`config.mk`:
```
export PLATFORM = sky130hd
export DESIGN_NAME = bcd_cal_rtc
export DESIGN_NICKNAME = d
export VERILOG_FILES = /design/src/rtl/cal_pkg.sv /design/src/rtl/cal_datapath.sv /design/src/rtl/cal_ctrl.sv /design/src/rtl/bcd_cal_rtc.sv
export SDC_FILE = /design/constraint.sdc
export NUM_CORES = 1
export LEC_CHECK = 0
export ABC_AREA = 1
export BUFFER_PORTS_ARGS = -buffer_cell sky130_fd_sc_hd__buf_4
export CAP_MARGIN = 20
export CORE_ASPECT_RATIO = 1.5
export CORE_MARGIN = 1
export CORE_UTILIZATION = 25
export DETAILED_ROUTE_END_ITERATION = 8
export PLACE_DENSITY_LB_ADDON = 0.15
export SLEW_MARGIN = 20
export SYNTH_ARGS = -nofsm -noshare
export SYNTH_HDL_FRONTEND = slang
export SYNTH_SLANG_ARGS = --single-unit
```
`constraint.sdc`:
```
create_clock -name clk -period 3.6 [get_ports clk]
set_input_delay 0.54 -clock clk [delete_from_list [all_inputs] [get_ports clk]]
set_output_delay 0.54 -clock clk [all_outputs]
set_load 0.01 [all_outputs]
```
`src/rtl/cal_pkg.sv`:
```
package cal_pkg;

  localparam int NUM_ALARM = 2;

  localparam logic [2:0] ADDR_TIME = 3'd0;
  localparam logic [2:0] ADDR_DATE = 3'd1;
  localparam logic [2:0] ADDR_SUB  = 3'd2;
  localparam logic [2:0] ADDR_FLAG = 3'd7;
  localparam int         ADDR_ALARM_BASE = 3;

  typedef struct packed {
    logic [6:0] sec;
    logic [6:0] min;
    logic [5:0] hour;
    logic       pm;
    logic       mode12;
    logic [2:0] wday;
    logic [5:0] date;
    logic [4:0] month;
    logic [7:0] year;
  } calTime_t;

  // mask bits: 0 sec, 1 min, 2 hour+pm, 3 year, 4 month, 5 date, 6 weekday
  typedef struct packed {
    calTime_t   t;
    logic [6:0] mask;
  } alarm_t;

  typedef struct packed {
    logic wrTime;
    logic wrDate;
    logic step;
  } calStrobe_t;

  function automatic logic [7:0] bcdInc8(logic [7:0] v);
    logic [7:0] r;
    if (v[3:0] == 4'd9) r = {v[7:4] + 4'd1, 4'd0};
    else                r = {v[7:4], v[3:0] + 4'd1};
    return r;
  endfunction

  function automatic logic [6:0] bcdToBin(logic [7:0] v);
    logic [6:0] r;
    r = ({3'b0, v[7:4]} * 7'd10) + {3'b0, v[3:0]};
    return r;
  endfunction

  function automatic logic [5:0] monthLast(logic [4:0] month, logic [7:0] year);
    logic [6:0] yb;
    logic [5:0] r;
    yb = bcdToBin(year);
    case (month)
      5'h02:                      r = (yb[1:0] == 2'b00) ? 6'h29 : 6'h28;
      5'h04, 5'h06, 5'h09, 5'h11: r = 6'h30;
      default:                    r = 6'h31;
    endcase
    return r;
  endfunction

  function automatic logic [31:0] packTime(calTime_t t);
    return {7'b0, t.mode12, 1'b0, t.pm, t.hour, 1'b0, t.min, 1'b0, t.sec};
  endfunction

  function automatic logic [31:0] packDate(calTime_t t);
    return {5'b0, t.wday, 2'b0, t.date, 3'b0, t.month, t.year};
  endfunction

  function automatic logic alarmHit(alarm_t a, calTime_t t);
    logic hit;
    hit = (a.mask[0] || (a.t.sec == t.sec))
       && (a.mask[1] || (a.t.min == t.min))
       && (a.mask[2] || ((a.t.hour == t.hour) && (a.t.pm == t.pm)))
       && (a.mask[3] || (a.t.year == t.year))
       && (a.mask[4] || (a.t.month == t.month))
       && (a.mask[5] || (a.t.date == t.date))
       && (a.mask[6] || (a.t.wday == t.wday));
    return hit;
  endfunction

endpackage

```
`src/rtl/cal_datapath.sv`:
```
module cal_datapath
  import cal_pkg::*;
#(
  parameter int SUB_W    = 8,
  parameter int SUB_LAST = 255
) (
  input  logic             clk,
  input  logic             rstN,
  input  calStrobe_t       strobe,
  input  logic [31:0]      wdata,
  output calTime_t         cur,
  output calTime_t         nxt,
  output logic [SUB_W-1:0] subsec,
  output logic             secWrap
);

  localparam logic [SUB_W-1:0] SUB_END = SUB_LAST[SUB_W-1:0];

  logic unusedBits;
  assign unusedBits = ^{wdata[31:27], wdata[23], wdata[15]};

  assign secWrap = strobe.step && (subsec == SUB_END);

  // one-second advance of the whole calendar
  always_comb begin
    logic [7:0] inc8;
    logic       minCarry;
    logic       hourCarry;
    logic       dayCarry;
    nxt       = cur;
    minCarry  = 1'b0;
    hourCarry = 1'b0;
    dayCarry  = 1'b0;
    inc8      = 8'h00;

    if (cur.sec == 7'h59) begin
      nxt.sec  = 7'h00;
      minCarry = 1'b1;
    end else begin
      inc8    = bcdInc8({1'b0, cur.sec});
      nxt.sec = inc8[6:0];
    end

    if (minCarry) begin
      if (cur.min == 7'h59) begin
        nxt.min   = 7'h00;
        hourCarry = 1'b1;
      end else begin
        inc8    = bcdInc8({1'b0, cur.min});
        nxt.min = inc8[6:0];
      end
    end

    if (hourCarry) begin
      if (cur.mode12) begin
        if (cur.hour == 6'h12) begin
          nxt.hour = 6'h01;
        end else begin
          inc8     = bcdInc8({2'b0, cur.hour});
          nxt.hour = inc8[5:0];
          if (cur.hour == 6'h11) begin
            nxt.pm   = ~cur.pm;
            dayCarry = cur.pm;
          end
        end
      end else begin
        if (cur.hour == 6'h23) begin
          nxt.hour = 6'h00;
          dayCarry = 1'b1;
        end else begin
          inc8     = bcdInc8({2'b0, cur.hour});
          nxt.hour = inc8[5:0];
        end
      end
    end

    if (dayCarry) begin
      nxt.wday = (cur.wday == 3'd7) ? 3'd1 : cur.wday + 3'd1;
      if (cur.date == monthLast(cur.month, cur.year)) begin
        nxt.date = 6'h01;
        if (cur.month == 5'h12) begin
          nxt.month = 5'h01;
          nxt.year  = (cur.year == 8'h99) ? 8'h00 : bcdInc8(cur.year);
        end else begin
          inc8      = bcdInc8({3'b0, cur.month});
          nxt.month = inc8[4:0];
        end
      end else begin
        inc8     = bcdInc8({2'b0, cur.date});
        nxt.date = inc8[5:0];
      end
    end
  end

  always_ff @(posedge clk) begin
    if (!rstN) begin
      cur        <= '0;
      cur.wday   <= 3'd1;
      cur.date   <= 6'h01;
      cur.month  <= 5'h01;
      subsec     <= '0;
    end else if (strobe.wrTime) begin
      cur.sec    <= wdata[6:0];
      cur.min    <= wdata[14:8];
      cur.hour   <= wdata[21:16];
      cur.pm     <= wdata[22];
      cur.mode12 <= wdata[24];
      subsec     <= '0;
    end else if (strobe.wrDate) begin
      cur.year   <= wdata[7:0];
      cur.month  <= wdata[12:8];
      cur.date   <= wdata[21:16];
      cur.wday   <= wdata[26:24];
      subsec     <= '0;
    end else if (strobe.step) begin
      if (secWrap) begin
        subsec <= '0;
        cur    <= nxt;
      end else begin
        subsec <= subsec + 1'b1;
      end
    end
  end

  // a load always restarts the subsecond count
  p_load_clears_sub_r8: assert property (@(posedge clk) disable iff (!rstN)
    (strobe.wrTime || strobe.wrDate) |=> (subsec == '0));

  // without a step or a load nothing moves
  p_idle_hold_r2: assert property (@(posedge clk) disable iff (!rstN)
    (!strobe.step && !strobe.wrTime && !strobe.wrDate) |=> ($stable(cur) && $stable(subsec)));

  // a step inside a second leaves the calendar alone
  p_mid_second_r2: assert property (@(posedge clk) disable iff (!rstN)
    (strobe.step && !secWrap) |=> $stable(cur));

  // wrap returns the subsecond count to zero and changes the calendar
  p_wrap_restarts_r2: assert property (@(posedge clk) disable iff (!rstN)
    secWrap |=> ((subsec == '0) && (cur != $past(cur))));

endmodule

```
`src/rtl/cal_ctrl.sv`:
```
module cal_ctrl
  import cal_pkg::*;
#(
  parameter int SUB_W = 8
) (
  input  logic                 clk,
  input  logic                 rstN,
  input  logic                 tickEn,
  input  logic                 runEn,
  input  logic                 busWe,
  input  logic [2:0]           busAddr,
  input  logic [31:0]          busWdata,
  input  calTime_t             cur,
  input  calTime_t             nxt,
  input  logic [SUB_W-1:0]     subsec,
  input  logic                 secWrap,
  output calStrobe_t           strobe,
  output logic [31:0]          busRdata,
  output logic [NUM_ALARM-1:0] alarmIrq
);

  logic unusedBits;
  assign unusedBits = ^{busWdata[27], busWdata[23], busWdata[15], nxt.mode12};

  logic [NUM_ALARM-1:0] flags;
  logic [NUM_ALARM-1:0] hit;
  logic [NUM_ALARM-1:0] clr;
  logic [31:0]          almTimeWord [NUM_ALARM];
  logic [31:0]          almDateWord [NUM_ALARM];

  assign strobe.wrTime = busWe && (busAddr == ADDR_TIME);
  assign strobe.wrDate = busWe && (busAddr == ADDR_DATE);
  assign strobe.step   = tickEn && runEn && !strobe.wrTime && !strobe.wrDate;

  assign clr = (busWe && (busAddr == ADDR_FLAG)) ? busWdata[NUM_ALARM-1:0] : '0;

  for (genvar k = 0; k < NUM_ALARM; k++) begin : g_alarm
    localparam logic [2:0] ADDR_AT = 3'(ADDR_ALARM_BASE + 2 * k);
    localparam logic [2:0] ADDR_AD = 3'(ADDR_ALARM_BASE + 2 * k + 1);

    alarm_t almReg;

    always_ff @(posedge clk) begin
      if (!rstN) begin
        almReg <= '0;
      end else if (busWe && (busAddr == ADDR_AT)) begin
        almReg.t.sec     <= busWdata[6:0];
        almReg.t.min     <= busWdata[14:8];
        almReg.t.hour    <= busWdata[21:16];
        almReg.t.pm      <= busWdata[22];
        almReg.t.mode12  <= 1'b0;
        almReg.mask[2:0] <= busWdata[30:28];
      end else if (busWe && (busAddr == ADDR_AD)) begin
        almReg.t.year    <= busWdata[7:0];
        almReg.t.month   <= busWdata[12:8];
        almReg.t.date    <= busWdata[21:16];
        almReg.t.wday    <= busWdata[26:24];
        almReg.mask[6:3] <= busWdata[31:28];
      end
    end

    assign hit[k]         = secWrap && alarmHit(almReg, nxt);
    assign almTimeWord[k] = packTime(almReg.t) | {1'b0, almReg.mask[2:0], 28'b0};
    assign almDateWord[k] = packDate(almReg.t) | {almReg.mask[6:3], 28'b0};

    // a flag holds unless its clear bit is written
    p_flag_sticky_r10: assert property (@(posedge clk) disable iff (!rstN)
      (flags[k] && !clr[k]) |=> flags[k]);

    // a flag can only rise on a second wrap
    p_flag_rise_r9: assert property (@(posedge clk) disable iff (!rstN)
      $rose(flags[k]) |-> $past(secWrap));

    // set beats a same-cycle clear
    p_set_wins_r10: assert property (@(posedge clk) disable iff (!rstN)
      (hit[k] && clr[k]) |=> flags[k]);
  end

  always_ff @(posedge clk) begin
    if (!rstN) flags <= '0;
    else       flags <= (flags & ~clr) | hit;
  end

  assign alarmIrq = flags;

  always_comb begin
    busRdata = 32'h0;
    case (busAddr)
      ADDR_TIME: busRdata = packTime(cur);
      ADDR_DATE: busRdata = packDate(cur);
      ADDR_SUB:  busRdata = {{(32 - SUB_W){1'b0}}, subsec};
      ADDR_FLAG: busRdata = {{(32 - NUM_ALARM){1'b0}}, flags};
      default: begin
        for (int k = 0; k < NUM_ALARM; k++) begin
          if (busAddr == 3'(ADDR_ALARM_BASE + 2 * k))     busRdata = almTimeWord[k];
          if (busAddr == 3'(ADDR_ALARM_BASE + 2 * k + 1)) busRdata = almDateWord[k];
        end
      end
    endcase
  end

endmodule

```
`src/rtl/bcd_cal_rtc.sv`:
```
module bcd_cal_rtc
  import cal_pkg::*;
#(
  parameter int SUB_W    = 8,
  parameter int SUB_LAST = 255
) (
  input  logic        clk,
  input  logic        rstN,
  input  logic        tickEn,
  input  logic        runEn,
  input  logic        busWe,
  input  logic [2:0]  busAddr,
  input  logic [31:0] busWdata,
  output logic [31:0] busRdata,
  output logic [1:0]  alarmIrq
);

  calStrobe_t       strobe;
  calTime_t         cur;
  calTime_t         nxt;
  logic [SUB_W-1:0] subsec;
  logic             secWrap;

  cal_ctrl #(.SUB_W(SUB_W)) u_ctrl (
    .clk      (clk),
    .rstN     (rstN),
    .tickEn   (tickEn),
    .runEn    (runEn),
    .busWe    (busWe),
    .busAddr  (busAddr),
    .busWdata (busWdata),
    .cur      (cur),
    .nxt      (nxt),
    .subsec   (subsec),
    .secWrap  (secWrap),
    .strobe   (strobe),
    .busRdata (busRdata),
    .alarmIrq (alarmIrq)
  );

  cal_datapath #(.SUB_W(SUB_W), .SUB_LAST(SUB_LAST)) u_dp (
    .clk     (clk),
    .rstN    (rstN),
    .strobe  (strobe),
    .wdata   (busWdata),
    .cur     (cur),
    .nxt     (nxt),
    .subsec  (subsec),
    .secWrap (secWrap)
  );

endmodule

```
==> metrics.cfg <==
[sta]
hold_viol=0
rsz0062_at_grt=false
clock_skew_ns=0.0114
maxSlewHeadroom_pct=29.1
final.period_utilization_pct=85.3
period_needed_ns=3.07
fmax_mhz=326
slew_viol_final=0
fin_hold_ws_ns=0.376
setup_tns_ns=0
tightestPinTransition_ns=1.06
setup_viol=0

[critical_path]
crit_type=reg -> reg
start_kind=flop
cp.required_ns=3.99
timing.rr.end=u_ctrl.alarmIrq[0]$_SDFF_PN0_
slowest_stage=dfxtp_1
cp_cell_sequence=inv_1, ha_1, nand2_1, nor2_1, nand2_1, nor2_4, nand3_1, nand2_2, nand4_1, buf_4, nand2_1, nand2_1, nand2_1, nand2_1, inv_1, nand2_1, nor2_1, nand2_1, nand2_1, nand3_1, a21oi_1
r2r-start=u_dp.cur[31]$_SDFFE_PN0P_
endpoint_kind=flop
max_stage_delay_ns=0.34
rr_worst_depth=21
crit_arrival_ns=3.46
worst_path_most_repeated_cell=nand2_1
cp_max_fo=10
r2r_setup_slack_ns=0.53

[synth]
synthCells=1521
synthFlopType=dfxtp_1
syn_avg_cell_area_um2=6.36
synthesis.area_mm2=0.00968
yosys_warnings=0
synthArstFlopShare_pct=0
synth.distinct_cells=46
synth_seq_cells=154
synth_seq_area_share_pct=31.9
synth_edf_count=0

[floorplanning]
rows=87
die_y_um=243
coreArea_mm2=0.0379
start_util_pct=25.5
die_x_um=163
dieArea_mm2=0.0395
ios=74

[clocking]
cts_hold_buf=0
numCtsBuffers=17
cts_root_buffer=clkbuf_16
cts.htree.levels=4
cts_tree=built
clk_path_buf_depth=2
clock-sinks=154
clk_latency_ns=0.46
ctsResizeCount=0
cts_setup_buffers=0
clk_pin_slew_ns=0.07

[route]
met2_length_um=21800
vias_per_cell=5.07
dr.pass1.iters=5
vias=10500
topRoutingLayerUsed=met4
wl_per_cell_um=19.8
drt_wl_total_um=41100
drt_iter0_markers=679
dr_wl_met3_um=1320
ant_nets=0
met1Wirelength_um=16100
drc=0

[layout]
nets=1633
areaGrowthSynthToFinish_pct=17.5
multi_input_area_mm2=0.00563
fillers=4276
drive_gt1_share_pct=10.3
n_antenna_cell=0
regArea_mm2=0.00308

[placement]
port_buffers=67
dp_hpwl_um=31000
place_congestion=0.878

[pwr]
combPwrFrac_pct=12.4
p_leak_nw=4.68
pwr_density_cell_mw_per_mm2=377
p_sw_w=0.00121
power.share.sequential_pct=42.0
swShare_pct=28.2
ir_drop_mv=0.255
p_clk_share_pct=45.6
intPower_w=0.00308

[hold_path]
min_path_cells=3
worstHoldEndpoint=u_dp.cur[21]$_SDFFE_PN0P_
worstHoldStart=busWdata[26]
hold_path_class=in -> reg

[grt]
antenna_found_initial=0
grt_pass1_vias=10100
grt_pass1_wl_um=61100
track_usage_pct=21.1
grt.overflow.total=0
grt_max_degree=58

[run_status]
status=complete, no violations

[job]
drv_cap=0

==> how the worst max path moves through the flow <==
stage / depth (start not counted) / endpoint / slack [ns] / startpoint
floorplan: 19 / u_ctrl.alarmIrq[1]$_SDFF_PN0_ / 1.36 / u_dp.cur[30]$_SDFFE_PN0P_
global placement: 21 / u_ctrl.alarmIrq[0]$_SDFF_PN0_ / 0.60 / u_dp.cur[31]$_SDFFE_PN0P_
detailed placement: 21 / u_ctrl.alarmIrq[0]$_SDFF_PN0_ / 0.55 / u_dp.cur[31]$_SDFFE_PN0P_
CTS: 21 / u_ctrl.alarmIrq[0]$_SDFF_PN0_ / 0.52 / u_dp.cur[31]$_SDFFE_PN0P_
global route: 18 / u_ctrl.alarmIrq[1]$_SDFF_PN0_ / 0.17 / u_dp.cur[31]$_SDFFE_PN0P_
finish: 21 / u_ctrl.alarmIrq[0]$_SDFF_PN0_ / 0.53 / u_dp.cur[31]$_SDFFE_PN0P_
==> layer usage <==
metal  GRT usage [%]  vias to the layer above
met5               0                        -
met4            10.7                        0
met3            2.12                       77
met2            39.2                      265
met1            23.3                     4965
li1                -                     5220
==> layout by cell type, fill, tap and decap left out, drive strengths merged, types with 24 or more instances in the layout <==
cell type	n
o21ai	129
nand4	24
a21oi	147
a221oi	24
nand2	407
inv	186
dfxtp	154
nor2	96
buf	97
nand3	147
==> metrics by stage <==
step / worst slack [ns] / utilization [%] / cell area [um^2] / instances / power, W
final: 0.528 / 30.0 / 11400 / 2075 / 0.00429
after global routing: 0.166 / 30.0 / 11400 / 2075 / 0.00444
after CTS: 0.525 / 30.0 / 11400 / 2075 / 0.00433
after detailed placement: 0.553 / 28.4 / 10800 / 2043 / 0.00237
after global placement: 0.600 / 28.4 / 10800 / 2043 / 0.00237
after floorplan: 1.36 / - / 9680 / 1523 / 0.00213
==> worst max-delay path, delay by kind of cell (launching register included) <==
kind / cells / cell delay, ns
AO/OA/AOI/OAI: 1 / 0.13
adder cells (fa/ha/maj): 1 / 0.20
buffers and inverters: 3 / 0.42
AND/OR/NAND/NOR: 16 / 1.89
flip-flops: 1 / 0.34
==> state kept, by name, indices dropped and copies added (netlist names) <==
| name | flops |
|---|---|
| u_ctrl.alarmIrq | 2 |
| u_ctrl.g_alarm.almReg | 100 |
| u_dp.cur | 44 |
| u_dp.subsec | 8 |
==> final cells by class <==
type	count	area share, %
Multi-Input combinational cell	1117	49.5
Sequential cell	154	27.1
Timing Repair Buffer	97	6.41
Inverter	186	6.14
Tap cell	489	5.38
Clock buffer	23	4.21
Clock inverter	9	1.20
==> logic make-up (layout without fill, tap and decap cells) <==
| family | count (synthesis) | in the layout | share of synthesized area [%] |
|---|---|---|---|
| other | 1 | 3 | 0.0388 |
| adder cells (fa/ha/maj) | 20 | 20 | 2.59 |
| flip-flops | 154 | 154 | 31.9 |
| AND/OR/NAND/NOR | 691 | 691 | 30.9 |
| XOR/XNOR | 18 | 18 | 1.63 |
| buffers and inverters | 252 | 315 | 10.1 |
| AO/OA/AOI/OAI | 385 | 385 | 22.9 |
==> power groups by stage <==
stage | logic, W | registers, W | clock network (W)
2_1_floorplan | 0.000308 | 0.00182 | 0
3_3_place_gp | 0.000530 | 0.00184 | 0
3_5_place_dp | 0.000532 | 0.00184 | 0
4_1_cts | 0.000534 | 0.00180 | 0.00199
5_1_grt | 0.000586 | 0.00181 | 0.00205
6_report | 0.000531 | 0.00180 | 0.00196
==> Yosys cell counts, types with 2 or more instances <==
cell	instances	area (um^2)
ha_1	20	250
xor2_1	18	158
a221o_1	2	20.0
clkinv_1	2	7.51
inv_1	178	668
nand2_1	398	1490
o21ai_0	126	631
a221oi_1	24	210
a31oi_1	20	125
nand2_4	2	22.5
nor2_4	6	67.6
nor3_1	10	50.1
inv_2	6	22.5
nand3_2	2	20.0
dfxtp_1	154	3080
nor2_2	4	25.0
o21a_1	4	30.0
o21bai_1	2	15.0
nand3_1	144	721
clkbuf_1	50	188
nand2_2	7	43.8
o211ai_1	9	67.6
a21oi_1	146	731
nor2_1	86	323
or2_2	2	12.5
nand4_1	23	144
o2111ai_1	7	61.3
o22ai_1	23	144
o221ai_1	14	123
a211oi_1	3	22.5
buf_4	4	30.0
buf_2	10	50.1
o21ai_1	2	10.0
(Power assumes the default switching activity.)
